### src/rtl/pit_pkg.sv
package pit_pkg;
  localparam int BYTE_W = 8;
  localparam int CNT_W  = 2 * BYTE_W;
  localparam int NUM_CH = 3;

  localparam logic [1:0] CTRL_ADDR  = 2'd3;
  localparam logic [1:0] ACC_LATCH  = 2'b00;
  localparam logic [1:0] ACC_WORD   = 2'b11;
  localparam logic [3:0] MODE_RATE  = 4'h4;

  function automatic logic mode_ok(input logic [3:0] m);
    return (m == 4'h0) || (m == 4'h4) || (m == 4'h6) || (m == 4'h8);
  endfunction

  function automatic int round_div(input int num, input int den);
    return (num + den / 2) / den;
  endfunction
endpackage

### src/rtl/pit_ctrl_decode.sv
module pit_ctrl_decode
  import pit_pkg::*;
(
  input  logic              wr_en,
  input  logic [1:0]        addr,
  input  logic [BYTE_W-1:0] wdata,
  output logic [NUM_CH-1:0] prog_vec,
  output logic [NUM_CH-1:0] latch_vec,
  output logic [NUM_CH-1:0] dwr_vec,
  output logic [3:0]        mode
);
  logic       is_ctrl;
  logic [1:0] sel;
  logic [1:0] acc;

  assign is_ctrl = wr_en && (addr == CTRL_ADDR);
  assign sel     = wdata[7:6];
  assign acc     = wdata[5:4];
  assign mode    = wdata[3:0];

  // select 2'b11 never matches a channel index, so read-back is dropped
  for (genvar i = 0; i < NUM_CH; i++) begin : g_dec
    assign latch_vec[i] = is_ctrl && (sel == 2'(i)) && (acc == ACC_LATCH);
    assign prog_vec[i]  = is_ctrl && (sel == 2'(i)) && (acc == ACC_WORD) && mode_ok(mode);
    assign dwr_vec[i]   = wr_en && (addr == 2'(i));
  end
endmodule

### src/rtl/pit_channel.sv
module pit_channel
  import pit_pkg::*;
#(
  parameter logic [15:0] DEF_DIV = 16'd11932
)(
  input  logic              clk,
  input  logic              rst_n,
  input  logic              tick_en,
  input  logic              prog_en,
  input  logic [3:0]        prog_mode,
  input  logic              latch_en,
  input  logic              wr_en,
  input  logic [BYTE_W-1:0] wdata,
  input  logic              rd_en,
  output logic [BYTE_W-1:0] rd_byte,
  output logic              tc_pulse
);
  logic [CNT_W-1:0]  init_q, count_q, hold_q;
  logic [CNT_W-1:0]  eff_init, new_init, new_eff;
  logic [BYTE_W-1:0] lo_q;
  logic [3:0]        mode_q;
  logic [1:0]        pend_q;
  logic              wptr_q, armed_q, tc_q;
  logic              load, tc;

  assign eff_init = (init_q > CNT_W'(1)) ? init_q : DEF_DIV;
  assign new_init = {wdata, lo_q};
  assign new_eff  = (new_init > CNT_W'(1)) ? new_init : DEF_DIV;
  assign load     = wr_en && wptr_q;
  assign tc       = tick_en && !load && (count_q == CNT_W'(1));
  assign tc_pulse = tc_q;

  always_comb begin
    case (pend_q)
      2'd2:    rd_byte = hold_q[7:0];
      2'd1:    rd_byte = hold_q[15:8];
      default: rd_byte = count_q[7:0];
    endcase
  end

  always_ff @(posedge clk) begin
    if (!rst_n) begin
      init_q  <= '0;
      count_q <= DEF_DIV;
      hold_q  <= '0;
      lo_q    <= '0;
      mode_q  <= '0;
      pend_q  <= '0;
      wptr_q  <= 1'b0;
      armed_q <= 1'b0;
      tc_q    <= 1'b0;
    end else begin
      tc_q <= tc && armed_q;

      if (wr_en) begin
        if (!wptr_q) lo_q <= wdata;
        wptr_q <= !wptr_q;
      end
      if (load) init_q <= new_init;

      if (load)
        count_q <= new_eff;
      else if (tick_en)
        count_q <= (count_q == CNT_W'(1)) ? eff_init : count_q - CNT_W'(1);

      if (load)
        armed_q <= 1'b1;
      else if (prog_en)
        armed_q <= 1'b0;
      else if (tc && armed_q && (mode_q != MODE_RATE))
        armed_q <= 1'b0;

      if (prog_en) mode_q <= prog_mode;

      if (prog_en) begin
        pend_q <= 2'd0;
      end else if (latch_en && (pend_q == 2'd0)) begin
        hold_q <= count_q;
        pend_q <= 2'd2;
      end else if (rd_en) begin
        case (pend_q)
          2'd0: begin
            hold_q <= count_q;
            pend_q <= 2'd1;
          end
          2'd2:    pend_q <= 2'd1;
          default: pend_q <= 2'd0;
        endcase
      end
    end
  end


  count_nonzero_chk: assert property (@(posedge clk) disable iff (!rst_n)
    count_q != '0);


  count_hold_chk: assert property (@(posedge clk) disable iff (!rst_n)
    (!tick_en && !load) |=> $stable(count_q));


  latch_hold_chk: assert property (@(posedge clk) disable iff (!rst_n)
    (pend_q == 2'd2 && !rd_en && !prog_en) |=> (pend_q == 2'd2 && $stable(hold_q)));


  read_pop_chk: assert property (@(posedge clk) disable iff (!rst_n)
    (rd_en && pend_q == 2'd1 && !prog_en) |=> (pend_q == 2'd0));
endmodule

### src/rtl/pit_top.sv
module pit_top
  import pit_pkg::*;
#(
  parameter int               IN_HZ    = 1193182,
  parameter int               OUT_HZ   = 100,
  parameter logic [NUM_CH-1:0] IRQ_MASK = 3'b001
)(
  input  logic              clk,
  input  logic              rst_n,
  input  logic              tick_en,
  input  logic              wr_en,
  input  logic              rd_en,
  input  logic [1:0]        addr,
  input  logic [BYTE_W-1:0] wdata,
  output logic [BYTE_W-1:0] rdata,
  output logic              irq
);
  localparam logic [CNT_W-1:0] DEF_DIV = CNT_W'(round_div(IN_HZ, OUT_HZ));

  logic [NUM_CH-1:0] prog_vec, latch_vec, dwr_vec, tc_vec;
  logic [3:0]        mode;
  logic [BYTE_W-1:0] rd_mux [4];
  logic [BYTE_W-1:0] rdata_q;

  pit_ctrl_decode u_dec (
    .wr_en     (wr_en),
    .addr      (addr),
    .wdata     (wdata),
    .prog_vec  (prog_vec),
    .latch_vec (latch_vec),
    .dwr_vec   (dwr_vec),
    .mode      (mode)
  );

  for (genvar i = 0; i < NUM_CH; i++) begin : g_ch
    pit_channel #(.DEF_DIV(DEF_DIV)) u_ch (
      .clk       (clk),
      .rst_n     (rst_n),
      .tick_en   (tick_en),
      .prog_en   (prog_vec[i]),
      .prog_mode (mode),
      .latch_en  (latch_vec[i]),
      .wr_en     (dwr_vec[i]),
      .wdata     (wdata),
      .rd_en     (rd_en && (addr == 2'(i))),
      .rd_byte   (rd_mux[i]),
      .tc_pulse  (tc_vec[i])
    );
  end

  assign rd_mux[3] = '0;

  always_ff @(posedge clk) begin
    if (!rst_n)     rdata_q <= '0;
    else if (rd_en) rdata_q <= rd_mux[addr];
  end

  assign rdata = rdata_q;
  assign irq   = |(tc_vec & IRQ_MASK);


  irq_pulse_chk: assert property (@(posedge clk) disable iff (!rst_n)
    irq |=> !irq);


  rdata_hold_chk: assert property (@(posedge clk) disable iff (!rst_n)
    !rd_en |=> $stable(rdata));
endmodule

### config.mk
export PLATFORM = sky130hd
export DESIGN_NAME = pit_top
export DESIGN_NICKNAME = d
export VERILOG_FILES = /design/src/rtl/pit_pkg.sv /design/src/rtl/pit_ctrl_decode.sv /design/src/rtl/pit_channel.sv /design/src/rtl/pit_top.sv
export SDC_FILE = /design/constraint.sdc
export NUM_CORES = 1
export LEC_CHECK = 0
export ABC_AREA = 1
export BUFFER_PORTS_ARGS = -buffer_cell sky130_fd_sc_hd__buf_2
export CORE_MARGIN = 2
export CORE_UTILIZATION = 53
export CTS_BUF_LIST = sky130_fd_sc_hd__clkbuf_4 sky130_fd_sc_hd__clkbuf_8
export CTS_CLUSTER_DIAMETER = 50
export DETAILED_ROUTE_END_ITERATION = 8
export PLACE_DENSITY = 0.76
export SYNTH_ARGS = -nofsm -noshare
export SYNTH_HDL_FRONTEND = slang
export SYNTH_SLANG_ARGS = --single-unit
### constraint.sdc
create_clock -name clk -period 2 [get_ports clk]
set_clock_uncertainty 0.1 [all_clocks]
set_input_delay 0.4 -clock clk [delete_from_list [all_inputs] [get_ports clk]]
set_output_delay 0.4 -clock clk [all_outputs]
set_load 0.03 [all_outputs]
==> flow_summary.json, run 1 <==
{
  "post-cts-setup-buffer-count": 0,
  "critical_path_class": "flip-flop to flip-flop",
  "finalSetupTns_ns": 0,
  "hold_path_class": "input port to flip-flop",
  "slew_viol_final": 0,
  "viasPerCell": 5.55,
  "cts_hold_buf": 0,
  "crit_top_cell": "nand2_1",
  "arrival_ns": 2.15,
  "clk_pin_slew_ns": 0.10,
  "cts_num_sinks": 191,
  "nNetsFinal": 1587,
  "critPathLaunchType": "flip-flop",
  "total_leakage_power_nw": 4.88,
  "postSynthRegisterBits": 191,
  "hold_viol_final": 0,
  "cts-buffers-inserted": 17,
  "num_rows": 50,
  "cap_viol_max_count": 0,
  "relSlewSlack": 0.657,
  "powerDensity_nw_per_um2": 727,
  "num_vias": 10000,
  "start_util": 0.537,
  "cts_tree": "yes",
  "routed_wl_mm": 28.5,
  "final_core_util": 0.603,
  "grt_first_pass_wirelength_mm": 46.0,
  "top_level_ports": 24,
  "cpPeakStageDelay_ns": 0.35,
  "synth_nets": 1528,
  "worst-path-buf-inv": 3,
  "tightest_slew_ns": 0.515,
  "finalSetupViolCount": 0,
  "grt_max_degree": 43,
  "place_congestion": 0.941,
  "ctsRootBufferMaster": "clkbuf_8",
  "ctsLongestPathBuffers": 2,
  "fin_crit_sh": 0.940,
  "period_minus_slack_ns": 1.88,
  "outcome": "completed",
  "syn-mean-instance-area_um2": 6.67,
  "dpl.hpwl_mm": 21.3,
  "io_buffers": 23,
  "drive_above_1_share": 0.112,
  "dieArea_um2": 19900,
  "crit_path_end_kind": "flip-flop",
  "ys_seq_area_frac": 0.383,
  "synth_area_um2": 9980,
  "drcViolationCount": 0,
  "die_w_um": 141,
  "die_h_um": 141,
  "synthDistinctLibCells": 40,
  "max_freq_ghz": 0.532,
  "drtAntennaViolNets": 0,
  "htree_levels": 4,
  "cp_max_fo": 11,
  "grt.overflow.total": 0,
  "cpMaxStageDelayCell": "dfxtp_1",
  "rsz0062_at_grt": "false",
  "ir_drop_v": 0.000521,
  "syn_to_final_growth_pct": 12.3,
  "required_ns": 2.27,
  "drt_iter0_drc": 1010,
  "syn_inst": 1497,
  "cts-resized-gates": 0,
  "post_drt_wl_per_cell_um": 15.8,
  "grtUsageTotal": 0.288,
  "clk_latency_ns": 0.49,
  "crit_chain": "inv_1 > nand2_1 > inv_1 > nand2_1 > nor2_1 > nand2_1 > buf_4 > nand3_1 > nand2_1 > a21oi_1 > nor2_1",
  "core_um2": 18600,
  "hold_slack_ns": 0.155,
  "yosys_warnings": 0,
  "cp_top_family": "simple AND/OR/NAND/NOR gates",
  "first_pass_iters": 5,
  "grt_pass1_vias": 9136,
  "antenna_found_initial": 1
}
-- area by class of cell --
type / instances / area [um2]
fill: 1739 / 7370
inverter: 186 / 698
sequential: 191 / 3820
timing repair buffer: 101 / 778
tap: 234 / 293
antenna: 1 / 2.50
clock buffer: 19 / 262
multi-input combinational: 1059 / 5150
clock inverter: 13 / 200
-- worst register-to-register path: stages (launching register included) --
cell	delay (ns)
dfxtp_1	0.35
inv_1	0.13
nand2_1	0.13
inv_1	0.09
nand2_1	0.05
nor2_1	0.22
nand2_1	0.15
buf_4	0.21
nand3_1	0.09
nand2_1	0.07
a21oi_1	0.13
nor2_1	0.05
-- flip-flops by register name, indices dropped and copies added (netlist names) --
register and count:
g_ch.u_ch.armed_q 1, rdata 8, g_ch.u_ch.mode_q 4, g_ch.u_ch.init_q 48, g_ch.u_ch.count_q 48, g_ch.u_ch.wptr_q 3, g_ch.u_ch.pend_q 6, g_ch.u_ch.hold_q 48
g_ch.u_ch.tc_pulse 1, g_ch.u_ch.lo_q 24
-- worst paths after layout --
path / depth (start not counted) / from / endpoint / slack [ns]
max: 11 / g_ch[2].u_ch.count_q[5]$_SDFFE_PN0P_ / g_ch[2].u_ch.count_q[8]$_SDFFE_PN0P_ / 0.12
min: 3 / wdata[1] / g_ch[1].u_ch.init_q[9]$_SDFFE_PN0P_ / 0.15
max reg2reg: 11 / g_ch[2].u_ch.count_q[5]$_SDFFE_PN0P_ / g_ch[2].u_ch.count_q[8]$_SDFFE_PN0P_ / 0.12
min reg2reg: 2 / g_ch[0].u_ch.hold_q[1]$_SDFFE_PN0P_ / g_ch[0].u_ch.hold_q[1]$_SDFFE_PN0P_ / 0.36
-- metal layers --
layer	up-vias	wire length (um)	global-route usage
met5	-	13	0
met4	2	627	0.0889
met3	49	2100	0.0503
met2	358	13000	0.459
met1	4579	12800	0.400
li1	5028	-	-
-- cells in the final DEF (no fill, tap or decap), types with 2 or more instances in the layout --
master,instances
bufinv_16,4
nor2_1,154
inv_1,178
nand2_1,301
a31oi_1,9
a21oi_1,175
dfxtp_1,191
a211oi_1,3
nor2_4,6
o21ai_1,3
buf_2,22
nor2_2,8
inv_8,3
nand3b_1,6
ha_1,16
o21ai_0,192
a41oi_1,2
o211ai_1,11
nand2_2,9
or2_2,2
o22ai_1,8
nand4_1,10
a211oi_2,2
clkinvlp_4,2
inv_2,7
xor2_1,8
nor3_1,10
clkinv_4,2
buf_12,6
nand3_1,100
xnor2_1,2
a22o_1,10
clkbuf_8,19
nand2_4,2
buf_4,73
nor3_2,3
-- stage by stage --
step | worst slack (ns) | std cells | instance area (um2) | power, mW
after detailed placement | -0.0571 | 1771 | 10700 | 5.26
final | 0.120 | 1804 | 11200 | 8.15
after global placement | -0.0513 | 1771 | 10700 | 5.24
after CTS | 0.135 | 1803 | 11200 | 8.14
after global routing | 0.00849 | 1803 | 11200 | 8.45
after floorplan | 0.414 | 1497 | 9980 | 4.87
-- Yosys cell counts --
| master | n | area [um2] |
|---|---|---|
| a211oi_1 | 3 | 22.5 |
| a211oi_2 | 2 | 25.0 |
| a21oi_1 | 175 | 876 |
| a22o_1 | 10 | 87.6 |
| a31oi_1 | 9 | 56.3 |
| a41oi_1 | 2 | 17.5 |
| buf_2 | 18 | 90.1 |
| buf_4 | 9 | 67.6 |
| buf_6 | 5 | 56.3 |
| clkbuf_1 | 29 | 109 |
| clkinv_1 | 1 | 3.75 |
| dfxtp_1 | 191 | 3820 |
| ha_1 | 16 | 200 |
| inv_1 | 178 | 668 |
| inv_2 | 7 | 26.3 |
| nand2_1 | 301 | 1130 |
| nand2_2 | 9 | 56.3 |
| nand2_4 | 2 | 22.5 |
| nand3_1 | 100 | 500 |
| nand3_2 | 1 | 10.0 |
| nand3b_1 | 6 | 45.0 |
| nand3b_2 | 1 | 11.3 |
| nand4_1 | 10 | 62.6 |
| nor2_1 | 157 | 589 |
| nor2_2 | 5 | 31.3 |
| nor2_4 | 6 | 67.6 |
| nor3_1 | 10 | 50.1 |
| nor3_2 | 3 | 30.0 |
| nor4_1 | 1 | 6.26 |
| o211ai_1 | 11 | 82.6 |
| o21ai_0 | 192 | 961 |
| o21ai_1 | 3 | 15.0 |
| o21ai_2 | 1 | 8.76 |
| o21bai_1 | 1 | 7.51 |
| o22ai_1 | 8 | 50.1 |
| o311ai_0 | 1 | 8.76 |
| or2_0 | 1 | 6.26 |
| or2_2 | 2 | 12.5 |
| xnor2_1 | 2 | 17.5 |
| xor2_1 | 8 | 70.1 |
-- cell families (layout without fill, tap and decap cells) --
logic type	Yosys count	in the layout	share of synthesized area
simple gates	615	615	0.264
compound gates	418	418	0.222
buf+inv	247	319	0.102
flops	191	191	0.383
fa+ha+maj	16	16	0.0201
xor+xnor	10	10	0.00877
other cells	0	1	0
-- report_power, final --
group	internal [mW]	switching, mW
Sequential	3.98	0.125
Clock	1.46	1.49
Combinational	0.389	0.716
No activity file was read; power rests on OpenSTA's default activity.
==> inputs of run 2 (changes only) <==
--- a/config.mk
+++ b/config.mk
@@ -7,12 +7,13 @@
 export LEC_CHECK = 0
 export ABC_AREA = 1
 export BUFFER_PORTS_ARGS = -buffer_cell sky130_fd_sc_hd__buf_2
+export CAP_MARGIN = 30
 export CORE_MARGIN = 2
 export CORE_UTILIZATION = 53
 export CTS_BUF_LIST = sky130_fd_sc_hd__clkbuf_4 sky130_fd_sc_hd__clkbuf_8
 export CTS_CLUSTER_DIAMETER = 50
 export DETAILED_ROUTE_END_ITERATION = 8
-export PLACE_DENSITY = 0.76
+export PLACE_DENSITY = 0.69
 export SYNTH_ARGS = -nofsm -noshare
 export SYNTH_HDL_FRONTEND = slang
 export SYNTH_SLANG_ARGS = --single-unit
==> constraint.sdc (replaced) <==
create_clock -name clk -period 2.43 [get_ports clk]
set_clock_uncertainty 0.1 [all_clocks]
set_input_delay 0.486 -clock clk [delete_from_list [all_inputs] [get_ports clk]]
set_output_delay 0.486 -clock clk [all_outputs]
set_load 0.03 [all_outputs]
==> run 2 against run 1 <==
  * Worst hold slack improved by 0.14 ns
  * Critical path depth decreased by 3
  * Non-clock buffer count decreased by 46
  * Sequential power decreased by 18%
  * Fmax decreased by 8.1%
  * Via count decreased by 1.8%
  * Cell area decreased by 4.5%
  * Largest cell class unchanged
==> flow_summary.json, run 2 (synthesis results as in run 1) <==
{
  "drt_iter0_drc": 788,
  "reg2reg_to": "rdata[6]$_SDFFE_PN0P_",
  "io_buffers": 23,
  "num_vias": 9837,
  "place_congestion": 0.950,
  "final_common_cell": "nand2_1",
  "slew_viol_final": 0,
  "reg_top3": "g_ch.u_ch.count_q x48, g_ch.u_ch.hold_q x48, g_ch.u_ch.init_q x48",
  "die_h_um": 141,
  "cts_tree": "yes",
  "dpl.hpwl_mm": 21.7,
  "core_um2": 18600,
  "top_level_ports": 24,
  "dieArea_um2": 19900,
  "worst-path-buf-inv": 2,
  "fin_crit_sh": 0.842,
  "tightest_slew_ns": 0.627,
  "hold_end": "g_ch[1].u_ch.lo_q[6]$_SDFFE_PN0P_",
  "post_drt_wl_per_cell_um": 16.4,
  "fill_cells": 1870,
  "rsz0062_at_grt": "false",
  "critPathLaunchType": "flip-flop",
  "ir_drop_v": 0.000396,
  "hold_path_class": "input port to flip-flop",
  "hold_depth": 3,
  "final_cell_mix": "nand2_1 (301), o21ai_0 (192), dfxtp_1 (191)",
  "grt_first_pass_wirelength_mm": 46.4,
  "ff2ff_path_depth": 8,
  "final_cells": 1757,
  "grtUsageTotal": 0.291,
  "cap_viol_max_count": 0,
  "powerDensity_nw_per_um2": 583,
  "cts_hold_buf": 0,
  "drive_above_1_share": 0.0827,
  "num_rows": 50,
  "required_ns": 2.70,
  "drcViolationCount": 0,
  "cp_max_fo": 8,
  "regArea_um2": 3820,
  "rr_startpoint": "g_ch[0].u_ch.pend_q[0]$_SDFFE_PP0P_",
  "antenna_found_initial": 0,
  "critical_path_class": "flip-flop to flip-flop",
  "ctsLongestPathBuffers": 2,
  "max_freq_ghz": 0.489,
  "ctsRootBufferMaster": "clkbuf_8",
  "relSlewSlack": 0.577,
  "antenna_cells": 0,
  "clk_pin_slew_ns": 0.09,
  "cpMaxStageDelayCell": "o21ai_0",
  "syn_to_final_growth_pct": 7.21,
  "cts-resized-gates": 0,
  "grt_pass1_vias": 8937,
  "total_power_mw": 6.23,
  "cts_num_sinks": 191,
  "cp_top_family": "compound AO/OA/AOI/OAI gates",
  "dp.cells": 1725,
  "r2r_slack_ns": 0.39,
  "start_util": 0.537,
  "hold_start": "wdata[6]",
  "clk_latency_ns": 0.47,
  "total_leakage_power_nw": 4.58,
  "grt_max_degree": 54,
  "htree_levels": 4,
  "routed_wl_mm": 28.9,
  "grt.overflow.total": 0,
  "cpPeakStageDelay_ns": 0.53,
  "finalSetupViolCount": 0,
  "nNetsFinal": 1541,
  "first_pass_iters": 5,
  "viasPerCell": 5.60,
  "arrival_ns": 2.31,
  "drtAntennaViolNets": 0,
  "period_minus_slack_ns": 2.04,
  "crit_path_end_kind": "flip-flop",
  "multi_input_area_um2": 5140,
  "hold_viol_final": 0,
  "crit_chain": "inv_1 > ha_1 > inv_1 > o22ai_1 > o21ai_0 > nand2_1 > nor2_1 > nor2_1",
  "outcome": "completed",
  "cts-buffers-inserted": 17,
  "finalSetupTns_ns": 0,
  "post-cts-setup-buffer-count": 0,
  "die_w_um": 141
}
run 2: cell count changes in the layout (fill, tap and decap cells not counted), sizes merged:
cell / before / now
bufinv: 4 / 0
buf: 101 / 55
inv: 189 / 191
diode: 1 / 0
clkinv: 4 / 5
clkinvlp: 2 / 3
run 2: routing by layer:
layer	wire length, um	GRT usage
met5	0	0
met4	882	0.0974
met3	1830	0.0503
met2	12700	0.446
met1	13400	0.416
run 2: tightest hold or removal path, stage by stage:
cell and delay (ns):
buf_2 0.15, inv_1 0.11, a21oi_1 0.07
run 2: power breakdown:
group / switching [mW] / internal, mW / total, mW
logic: 0.576 / 0.271 / 0.848
registers: 0.112 / 3.27 / 3.38
clock network: 1.22 / 0.785 / 2.00
run 2: worst max path at each step:
stage	slack [ns]	end	depth (start not counted)	start
CTS	0.43	rdata[6]$_SDFFE_PN0P_	8	g_ch[0].u_ch.pend_q[0]$_SDFFE_PP0P_
finish	0.39	rdata[6]$_SDFFE_PN0P_	8	g_ch[0].u_ch.pend_q[0]$_SDFFE_PP0P_
floorplan	0.81	g_ch[0].u_ch.count_q[5]$_SDFFE_PN0P_	9	addr[0]
global placement	0.11	g_ch[2].u_ch.count_q[0]$_SDFFE_PN0P_	9	wdata[5]
detailed placement	0.08	g_ch[2].u_ch.count_q[0]$_SDFFE_PN0P_	9	wdata[5]
global route	0.22	g_ch[1].u_ch.count_q[14]$_SDFFE_PN0P_	10	g_ch[1].u_ch.count_q[0]$_SDFFE_PN0P_
run 2: final cells by class:
type | count | share of cell area
tap | 234 | 0.0274
multi-input combinational | 1059 | 0.480
inverter | 186 | 0.0652
timing repair buffer | 55 | 0.0358
clock inverter | 13 | 0.00982
sequential | 191 | 0.357
clock buffer | 19 | 0.0244
run 2: stage by stage:
stage | hold slack, ns | setup slack [ns] | util | cell area [um2]
3_3_place_gp | 0.319 | 0.113 | 0.556 | 10300
4_1_cts | 0.277 | 0.429 | 0.576 | 10700
6_report | 0.296 | 0.385 | 0.576 | 10700
3_5_place_dp | 0.323 | 0.0762 | 0.556 | 10300
5_1_grt | 0.283 | 0.221 | 0.576 | 10700
2_1_floorplan | 0.309 | 0.809 | - | 9980
==> inputs of run 3 (changes only) <==
--- a/config.mk
+++ b/config.mk
@@ -13,7 +13,7 @@
 export CTS_BUF_LIST = sky130_fd_sc_hd__clkbuf_4 sky130_fd_sc_hd__clkbuf_8
 export CTS_CLUSTER_DIAMETER = 50
 export DETAILED_ROUTE_END_ITERATION = 8
-export PLACE_DENSITY = 0.69
+export PLACE_DENSITY = 0.72
 export SYNTH_ARGS = -nofsm -noshare
 export SYNTH_HDL_FRONTEND = slang
 export SYNTH_SLANG_ARGS = --single-unit
==> constraint.sdc (replaced) <==
create_clock -name clk -period 1.85 [get_ports clk]
set_clock_uncertainty 0.1 [all_clocks]
set_input_delay 0.37 -clock clk [delete_from_list [all_inputs] [get_ports clk]]
set_output_delay 0.37 -clock clk [all_outputs]
set_load 0.03 [all_outputs]
==> run 3 against run 2 <==
  * Critical path depth increased by 4
  * Combinational power up 50%
  * Flip-flop and latch count did not move
  * Utilization is 4.7 points higher
  * Worst hold slack worse by 0.16 ns
  * Global-route usage grew 0.60 points
  * Worst setup slack got worse by 0.30 ns
  * Fmax increased by 16%
==> flow_summary.json, run 3 (synthesis results as in run 1) <==
{
  "core_um2": 18600,
  "fin_area_um2": 11600,
  "finalSetupViolCount": 0,
  "final_common_cell": "nand2_1",
  "required_ns": 2.12,
  "cts_tree": "yes",
  "final_cell_mix": "nand2_1 (298), dfxtp_1 (189), o21ai_0 (186)",
  "place_congestion": 0.941,
  "num_rows": 50,
  "total_leakage_power_nw": 5.08,
  "hold_path_class": "input port to flip-flop",
  "start_util": 0.537,
  "num_vias": 10200,
  "ctsLongestPathBuffers": 2,
  "ctsRootBufferMaster": "clkbuf_8",
  "drive_above_1_share": 0.152,
  "htree_levels": 4,
  "ir_drop_v": 0.000759,
  "dp_slack_ns": -0.175,
  "clk_pin_slew_ns": 0.09,
  "post-cts-setup-buffer-count": 0,
  "critPathLaunchType": "flip-flop",
  "die_w_um": 141,
  "hold_viol_final": 0,
  "drt_iter0_drc": 956,
  "critical_path_class": "flip-flop to flip-flop",
  "viasPerCell": 5.53,
  "cts-buffers-inserted": 17,
  "die_h_um": 141,
  "max_freq_ghz": 0.567,
  "grtUsageTotal": 0.297,
  "nNetsFinal": 1627,
  "placement.cell_area_um2": 11000,
  "post_drt_wl_per_cell_um": 15.9,
  "top_level_ports": 24,
  "clk_latency_ns": 0.49,
  "drtAntennaViolNets": 0,
  "slew_viol_final": 0,
  "final.setup.worst_slack_ns": 0.0862,
  "fill_cells": 1731,
  "reg_top3": "g_ch.u_ch.count_q x48, g_ch.u_ch.hold_q x48, g_ch.u_ch.init_q x48",
  "cap_viol_max_count": 0,
  "total_power_mw": 8.81,
  "cts_num_sinks": 191,
  "final_core_util": 0.623,
  "dpl.hpwl_mm": 22.1,
  "grt_max_degree": 54,
  "powerDensity_nw_per_um2": 760,
  "final_cells": 1843,
  "antenna_cells": 0,
  "grt_first_pass_wirelength_mm": 47.1,
  "finalSetupTns_ns": 0,
  "syn_to_final_growth_pct": 16.0,
  "grt_pass1_vias": 9246,
  "fin_crit_sh": 0.953,
  "antenna_found_initial": 0,
  "routed_wl_mm": 29.3,
  "period_minus_slack_ns": 1.76,
  "cts_hold_buf": 0,
  "relSlewSlack": 0.715,
  "first_pass_iters": 5,
  "grt.overflow.total": 0,
  "drcViolationCount": 0,
  "io_buffers": 23,
  "hold_slack_ns": 0.140,
  "outcome": "completed",
  "cp_max_fo": 5,
  "tightest_slew_ns": 0.424,
  "dieArea_um2": 19900,
  "dp.cells": 1810,
  "arrival_ns": 2.04,
  "crit_path_end_kind": "flip-flop"
}
-- run 3: final timing paths --
check	start	end	slack, ns	cells after the start
setup reg to reg	g_ch[0].u_ch.count_q[1]$_SDFFE_PN0P_	g_ch[0].u_ch.count_q[0]$_SDFFE_PN0P_	0.09	12
setup / recovery	g_ch[0].u_ch.count_q[1]$_SDFFE_PN0P_	g_ch[0].u_ch.count_q[0]$_SDFFE_PN0P_	0.09	12
hold reg to reg	g_ch[0].u_ch.mode_q[0]$_SDFFE_PN0P_	g_ch[0].u_ch.mode_q[0]$_SDFFE_PN0P_	0.35	2
hold / removal	wdata[2]	g_ch[1].u_ch.init_q[10]$_SDFFE_PN0P_	0.14	3
-- run 3: layout make-up --
cell class / instances / area, um2 / share of cell area
Timing Repair Buffer: 140 / 1060 / 0.0914
Clock buffer: 20 / 275 / 0.0238
Tap cell: 234 / 293 / 0.0253
Inverter: 186 / 702 / 0.0606
Clock inverter: 12 / 171 / 0.0148
Sequential cell: 191 / 3830 / 0.330
Timing Repair inverter: 1 / 7.51 / 0.000648
Multi-Input combinational cell: 1059 / 5250 / 0.453
-- run 3: power breakdown --
part           switching (mW)  total [mW]  internal (mW)
Sequential              0.141        4.44           4.30
Clock                    1.61        3.09           1.48
Combinational           0.808        1.27          0.465
Total                    2.56        8.81           6.25
-- run 3: layer usage --
| layer | global-route usage | routed length (um) | vias up |
|---|---|---|---|
| met1 | 0.412 | 13400 | 4659 |
| li1 | - | - | 5119 |
| met4 | 0.100 | 768 | 0 |
| met2 | 0.470 | 13200 | 378 |
| met5 | 0 | 0 | - |
| met3 | 0.0513 | 1950 | 42 |
-- run 3: critical path: stages (launching register included) --
cell and delay, ns:
dfxtp_1 0.37, inv_2 0.08, ha_1 0.19, nand2_1 0.09
inv_1 0.05, nand2_1 0.06, nor2_2 0.04, nand2_2 0.11
clkinv_1 0.12, nand2_1 0.17, nor2_1 0.06, nor2_1 0.16
nor2_1 0.06
-- run 3: repair_timing --
action                     in CTS  in global routing
cloned                          0                  1
pin swaps                       0                  2
gates resized for setup         1                 44
setup endpoints to repair       4                 58
